**src/rtl/dbg_gate_pkg.sv**
```systemverilog
package dbg_gate_pkg;
  parameter int DATA_W  = 32;
  parameter int NUM_EVT = 5;

  // MSB-first field positions
  localparam int EDM_BIT = DATA_W - 1;
  localparam int IDM_BIT = DATA_W - 2;
  localparam int RSTF_HI = DATA_W - 3;
  localparam int EN_HI   = DATA_W - 5;
  // internal mode, 2-bit reset field, one enable per event
  localparam int LO_W    = 3 + NUM_EVT;

  localparam logic [1:0] RSTF_ASSERT = 2'b10;

  typedef enum logic {SEL_CTRL = 1'b0, SEL_STAT = 1'b1} regSel_e;

  typedef struct packed {
    logic               loadEdm;
    logic               edmVal;
    logic               loadLo;
    logic [LO_W-1:0]    loWord;
    logic [NUM_EVT-1:0] clrMask;
    logic               wipe;
  } gateStrobe_t;
endpackage

```
**src/rtl/dbg_gate_ctrl.sv**
```systemverilog
module dbg_gate_ctrl
  import dbg_gate_pkg::*;
(
  input  logic              cpuRstN,
  input  logic              swWrEn,
  input  logic              swSel,
  input  logic [DATA_W-1:0] swWrData,
  input  logic [1:0]        swPermit,
  input  logic              dbgWrEn,
  input  logic              dbgSel,
  input  logic [DATA_W-1:0] dbgWrData,
  input  logic              edmNow,
  output gateStrobe_t       strb
);
  function automatic logic [NUM_EVT-1:0] pickClr(input logic [DATA_W-1:0] d);
    logic [NUM_EVT-1:0] m;
    for (int k = 0; k < NUM_EVT; k++) m[k] = d[DATA_W-1-k];
    return m;
  endfunction

  logic dbgCtrlHit, dbgStatHit, swCtrlOk, swStatOk;

  always_comb begin
    dbgCtrlHit = dbgWrEn && (dbgSel == SEL_CTRL);
    dbgStatHit = dbgWrEn && (dbgSel == SEL_STAT);
    // software loses to the debugger and is held off during processor reset
    swCtrlOk = swWrEn && (swSel == SEL_CTRL) && cpuRstN &&
               (!edmNow || swPermit[0]) && !dbgCtrlHit;
    swStatOk = swWrEn && (swSel == SEL_STAT) && cpuRstN &&
               (!edmNow || swPermit[1]) && !dbgStatHit;

    strb.loadEdm = dbgCtrlHit;
    strb.edmVal  = dbgWrData[EDM_BIT];
    strb.loadLo  = 1'b0;
    strb.loWord  = '0;
    if (dbgCtrlHit) begin
      // first entry into debugger mode leaves the other fields alone
      strb.loadLo = edmNow;
      strb.loWord = dbgWrData[IDM_BIT -: LO_W];
    end else if (swCtrlOk) begin
      strb.loadLo = 1'b1;
      strb.loWord = swWrData[IDM_BIT -: LO_W];
    end

    if (dbgStatHit)    strb.clrMask = pickClr(dbgWrData);
    else if (swStatOk) strb.clrMask = pickClr(swWrData);
    else               strb.clrMask = '0;

    strb.wipe = !cpuRstN && !edmNow;
  end
endmodule

```
**src/rtl/dbg_gate_dp.sv**
```systemverilog
module dbg_gate_dp
  import dbg_gate_pkg::*;
(
  input  logic               clk,
  input  logic               porRstN,
  input  gateStrobe_t        strb,
  input  logic [NUM_EVT-1:0] evtIn,
  input  logic               intEn,
  output logic [DATA_W-1:0]  ctrlWord,
  output logic [DATA_W-1:0]  statWord,
  output logic               irqOut,
  output logic               rstOutN
);
  logic               edmQ;
  logic [LO_W-1:0]    loQ;
  logic [NUM_EVT-1:0] stQ, enVec, setMask;
  logic               idm;

  assign idm = loQ[LO_W-1];

  for (genvar k = 0; k < NUM_EVT; k++) begin : g_en
    assign enVec[k] = loQ[NUM_EVT-1-k];
  end

  assign setMask = evtIn & enVec & {NUM_EVT{idm | edmQ}};

  always_ff @(posedge clk or negedge porRstN) begin
    if (!porRstN) begin
      edmQ <= 1'b0;
      loQ  <= '0;
      stQ  <= '0;
    end else begin
      if (strb.loadEdm) edmQ <= strb.edmVal;
      if (strb.wipe)        loQ <= '0;
      else if (strb.loadLo) loQ <= strb.loWord;
      if (strb.wipe) stQ <= '0;
      else           stQ <= (stQ & ~strb.clrMask) | setMask;
    end
  end

  always_comb begin
    ctrlWord = '0;
    ctrlWord[EDM_BIT] = edmQ;
    ctrlWord[IDM_BIT -: LO_W] = loQ;
    statWord = '0;
    for (int k = 0; k < NUM_EVT; k++) statWord[DATA_W-1-k] = stQ[k];
  end

  assign irqOut  = (|stQ) && idm && intEn && !edmQ;
  assign rstOutN = !(loQ[LO_W-2 -: 2] == RSTF_ASSERT);
endmodule

```
**src/rtl/dbg_gate_top.sv**
```systemverilog
module dbg_gate_top
  import dbg_gate_pkg::*;
(
  input  logic               clk,
  input  logic               porRstN,
  input  logic               cpuRstN,
  input  logic               swWrEn,
  input  logic               swSel,
  input  logic [DATA_W-1:0]  swWrData,
  input  logic [1:0]         swPermit,
  input  logic               dbgWrEn,
  input  logic               dbgSel,
  input  logic [DATA_W-1:0]  dbgWrData,
  input  logic [NUM_EVT-1:0] evtIn,
  input  logic               intEn,
  output logic [DATA_W-1:0]  ctrlOut,
  output logic [DATA_W-1:0]  statusOut,
  output logic               dbgIrq,
  output logic               rstOutN
);
  gateStrobe_t strb;

  dbg_gate_ctrl u_ctrl (
    .cpuRstN(cpuRstN), .swWrEn(swWrEn), .swSel(swSel), .swWrData(swWrData),
    .swPermit(swPermit), .dbgWrEn(dbgWrEn), .dbgSel(dbgSel),
    .dbgWrData(dbgWrData), .edmNow(ctrlOut[EDM_BIT]), .strb(strb)
  );

  dbg_gate_dp u_dp (
    .clk(clk), .porRstN(porRstN), .strb(strb), .evtIn(evtIn), .intEn(intEn),
    .ctrlWord(ctrlOut), .statWord(statusOut), .irqOut(dbgIrq), .rstOutN(rstOutN)
  );
endmodule

```
**config.mk**
```make
export PLATFORM = sky130hd
export DESIGN_NAME = dbg_gate_top
export DESIGN_NICKNAME = d
export VERILOG_FILES = /design/src/rtl/dbg_gate_pkg.sv /design/src/rtl/dbg_gate_ctrl.sv /design/src/rtl/dbg_gate_dp.sv /design/src/rtl/dbg_gate_top.sv
export SDC_FILE = /design/constraint.sdc
export NUM_CORES = 1
export LEC_CHECK = 0
export BUFFER_PORTS_ARGS = -buffer_cell sky130_fd_sc_hd__buf_4
export CAP_MARGIN = 20
export CORE_ASPECT_RATIO = 1.25
export CORE_UTILIZATION = 31
export CTS_BUF_LIST = sky130_fd_sc_hd__clkbuf_8
export CTS_CLUSTER_DIAMETER = 80
export DETAILED_ROUTE_END_ITERATION = 16
export PLACE_DENSITY = 0.79
export SLEW_MARGIN = 25
export SYNTH_ARGS = -nofsm -noshare
export SYNTH_HDL_FRONTEND = slang
export SYNTH_SLANG_ARGS = --single-unit
```
**constraint.sdc**
```tcl
create_clock -name clk -period 1.35 [get_ports clk]
set_input_delay 0.135 -clock clk [delete_from_list [all_inputs] [get_ports clk]]
set_output_delay 0.135 -clock clk [all_outputs]
set_load 0.05 [all_outputs]
```
==> results.json <==
{
  "cp.required_ps": 1220,
  "fmax_ghz": 0.609,
  "fin_nets": 277,
  "ys_seq_area_share_pct": 27.6,
  "ys_types": 27,
  "cts_tree": "done",
  "status": "finished, violations left",
  "rsz0062_at_grt": "true",
  "routed_wl_microns": 2920,
  "design.die.area_sq_um": 4350,
  "ys_warn_count": 0,
  "io_buffers": 48,
  "synth_commonest_cells": "buf_4, dfrtp_1, nand2_1, a221o_1",
  "crit_path_max_fanout": 2,
  "ys_seq_elements": 14,
  "finClkSkew_ps": 9.49,
  "fp.dieW_microns": 59.2,
  "netlist.area_leader.share_pct": 30.2,
  "drive_gt1_share_pct": 42.1,
  "viasPerCell": 4.26,
  "end_kind": "output pin",
  "io_pins": 145,
  "grt_max_degree": 15,
  "worst_slack_ps": -293,
  "synth_most_common_cell": "buf_4",
  "ys.flop_type": "dfrtp_1",
  "crit_type": "reg2out",
  "start_util_pct": 32.9,
  "cts_max_path_buffers": 2,
  "fp.dieH_microns": 73.5,
  "p_per_area_nw_per_um2": 1120,
  "routedWlPerCell_microns": 11.6,
  "period_needed_ps": 1640,
  "synth_area_sq_um": 1270,
  "hpwl_microns": 2360,
  "cts_sinks": 14,
  "violations": "negative setup slack",
  "fin_setup_tns_ps": -293,
  "place.gp.congestion": 0.854,
  "async_reset_ff_share_pct": 100,
  "htreeDepth": 1,
  "antenna_found_initial": 0,
  "post-route-period-util_pct": 122,
  "synth-edff-count": 0,
  "synth_area_leaders": "buf_4, dfrtp_1, a221o_1",
  "drtIter0Drc": 32,
  "antenna_left": 0,
  "area_growth_pct": 28.3,
  "cts_buffers": 3,
  "grt_usage_pct": 13.7,
  "hold_slack_ps": 103,
  "drc": 0,
  "num-fill-cells": 408,
  "arrival_ps": 1510,
  "clk_latency_ps": 250,
  "setup_viol": 1,
  "cts-root-buf": "clkbuf_8",
  "maxCapViolations": 0,
  "final_max_slew_viol_count": 0,
  "coreArea_sq_um": 3850,
  "firstDrtPassIters": 4,
  "finalHoldViolCount": 0,
  "peakVddDrop_uv": 588,
  "leakage_nw": 0.854,
  "startpoint_type": "flip-flop",
  "min_path_type": "in2reg",
  "yosysTopAreaCell": "buf_4",
  "grt_overflow": 0,
  "row_count": 25,
  "avgSynthCellArea_sq_um": 8.99,
  "postSynthCellCount": 141,
  "grt_pass1_vias": 946,
  "vias": 1069,
  "grt_pass1_wl_microns": 4310,
  "cts.reportedPaths.clkPinSlew_ps": 70,
  "n_antenna_cell": 0
}
==> cells in the final DEF, fill, tap and decap left out, drive strengths merged <==
master        n
nand4         5
dlygate4sd3   1
nor2          2
and3          9
and2          1
and2b         1
dfrtp        14
nor3          7
conb         50
nand3         5
nand2        14
a221o         8
buf          57
nor2b         4
nand2b        1
inv           1
or2b          1
or4           1
o21a          5
clkbuf        4
o32ai         1
o22ai         5
==> routing by layer <==
metal / global-route usage [%] / vias up / routed length, microns
met3: 3.87 / 2 / 250
met1: 15.7 / 486 / 1180
met4: 4.76 / 0 / 23
met2: 24.0 / 72 / 1460
met5: 0 / - / 0
li1: - / 509 / -
==> logic make-up (layout without fill, tap and decap cells) <==
family,Yosys count,in the layout,synth area share [%]
and+or+nand+nor,51,51,24.7
DFF,14,14,27.6
AOI/OAI and AO/OA,19,19,13.9
buffers and inverters,56,63,33.5
other,1,50,0.296
==> worst max-delay path: stages, from the launching register on <==
cell and delay [ps]:
dfrtp_2 400, or4_4 550, nor2_4 110, nor3_4 40
buf_6 150
==> timing repair <==
action,in CTS,in global routing
resized for setup,4,1
endpoints found under the hold margin,14,0
setup buffers,0,1
gates cloned,0,0
hold buffers,1,0
endpoints found under the setup margin,4,9
pin swaps,3,5
==> metrics by stage <==
stage / area (sq um) / setup slack [ps] / cells / utilization [%] / total power (W)
floorplan: 1470 / -83.5 / 190 / - / 0.00127
detailed placement: 1540 / -84.5 / 245 / 40.0 / 0.00137
CTS: 1620 / -304 / 250 / 42.0 / 0.00182
global route: 1630 / -334 / 251 / 42.3 / 0.00189
global placement: 1540 / -84.8 / 245 / 40.0 / 0.00137
finish: 1630 / -293 / 251 / 42.3 / 0.00181
==> sequential cells by signal, indices dropped and copies added (netlist names) <==
name	count
u_dp.edmQ	1
u_dp.loQ	8
u_dp.stQ	5
==> power by group <==
| group | switching [W] | internal (W) | total [W] |
|---|---|---|---|
| Clock | 0.000167 | 0.000259 | 0.000425 |
| Sequential | 0.0000406 | 0.000463 | 0.000504 |
| Combinational | 0.000640 | 0.000245 | 0.000885 |
| Total | 0.000847 | 0.000968 | 0.00181 |
==> worst paths after layout <==
| check | start | endpoint | slack (ps) | cells past startpoint |
|---|---|---|---|---|
| setup / recovery | u_dp.stQ[2]$_DFF_PN0_ | dbgIrq | -290 | 4 |
| hold / removal | dbgWrData[31] | u_dp.edmQ$_DFFE_PN0P_ | 100 | 3 |
| setup reg to reg | u_dp.edmQ$_DFFE_PN0P_ | u_dp.loQ[3]$_DFFE_PN0P_ | 30 | 3 |
| hold reg to reg | u_dp.loQ[5]$_DFFE_PN0P_ | u_dp.loQ[5]$_DFFE_PN0P_ | 540 | 1 |
| max in group asynchronous | porRstN | u_dp.stQ[4]$_DFF_PN0_ | 890 | 2 |
| min in group asynchronous | porRstN | u_dp.stQ[3]$_DFF_PN0_ | 260 | 2 |
==> area by class of cell <==
cell class | count | area, sq um | area share (%)
tap | 54 | 67.6 | 4.15
sequential | 14 | 357 | 21.9
timing repair buffer | 58 | 442 | 27.2
multi-input combinational | 120 | 702 | 43.2
clock buffer | 4 | 55.1 | 3.38
inverter | 1 | 3.75 | 0.231
Power figures use the tool's default switching activity.
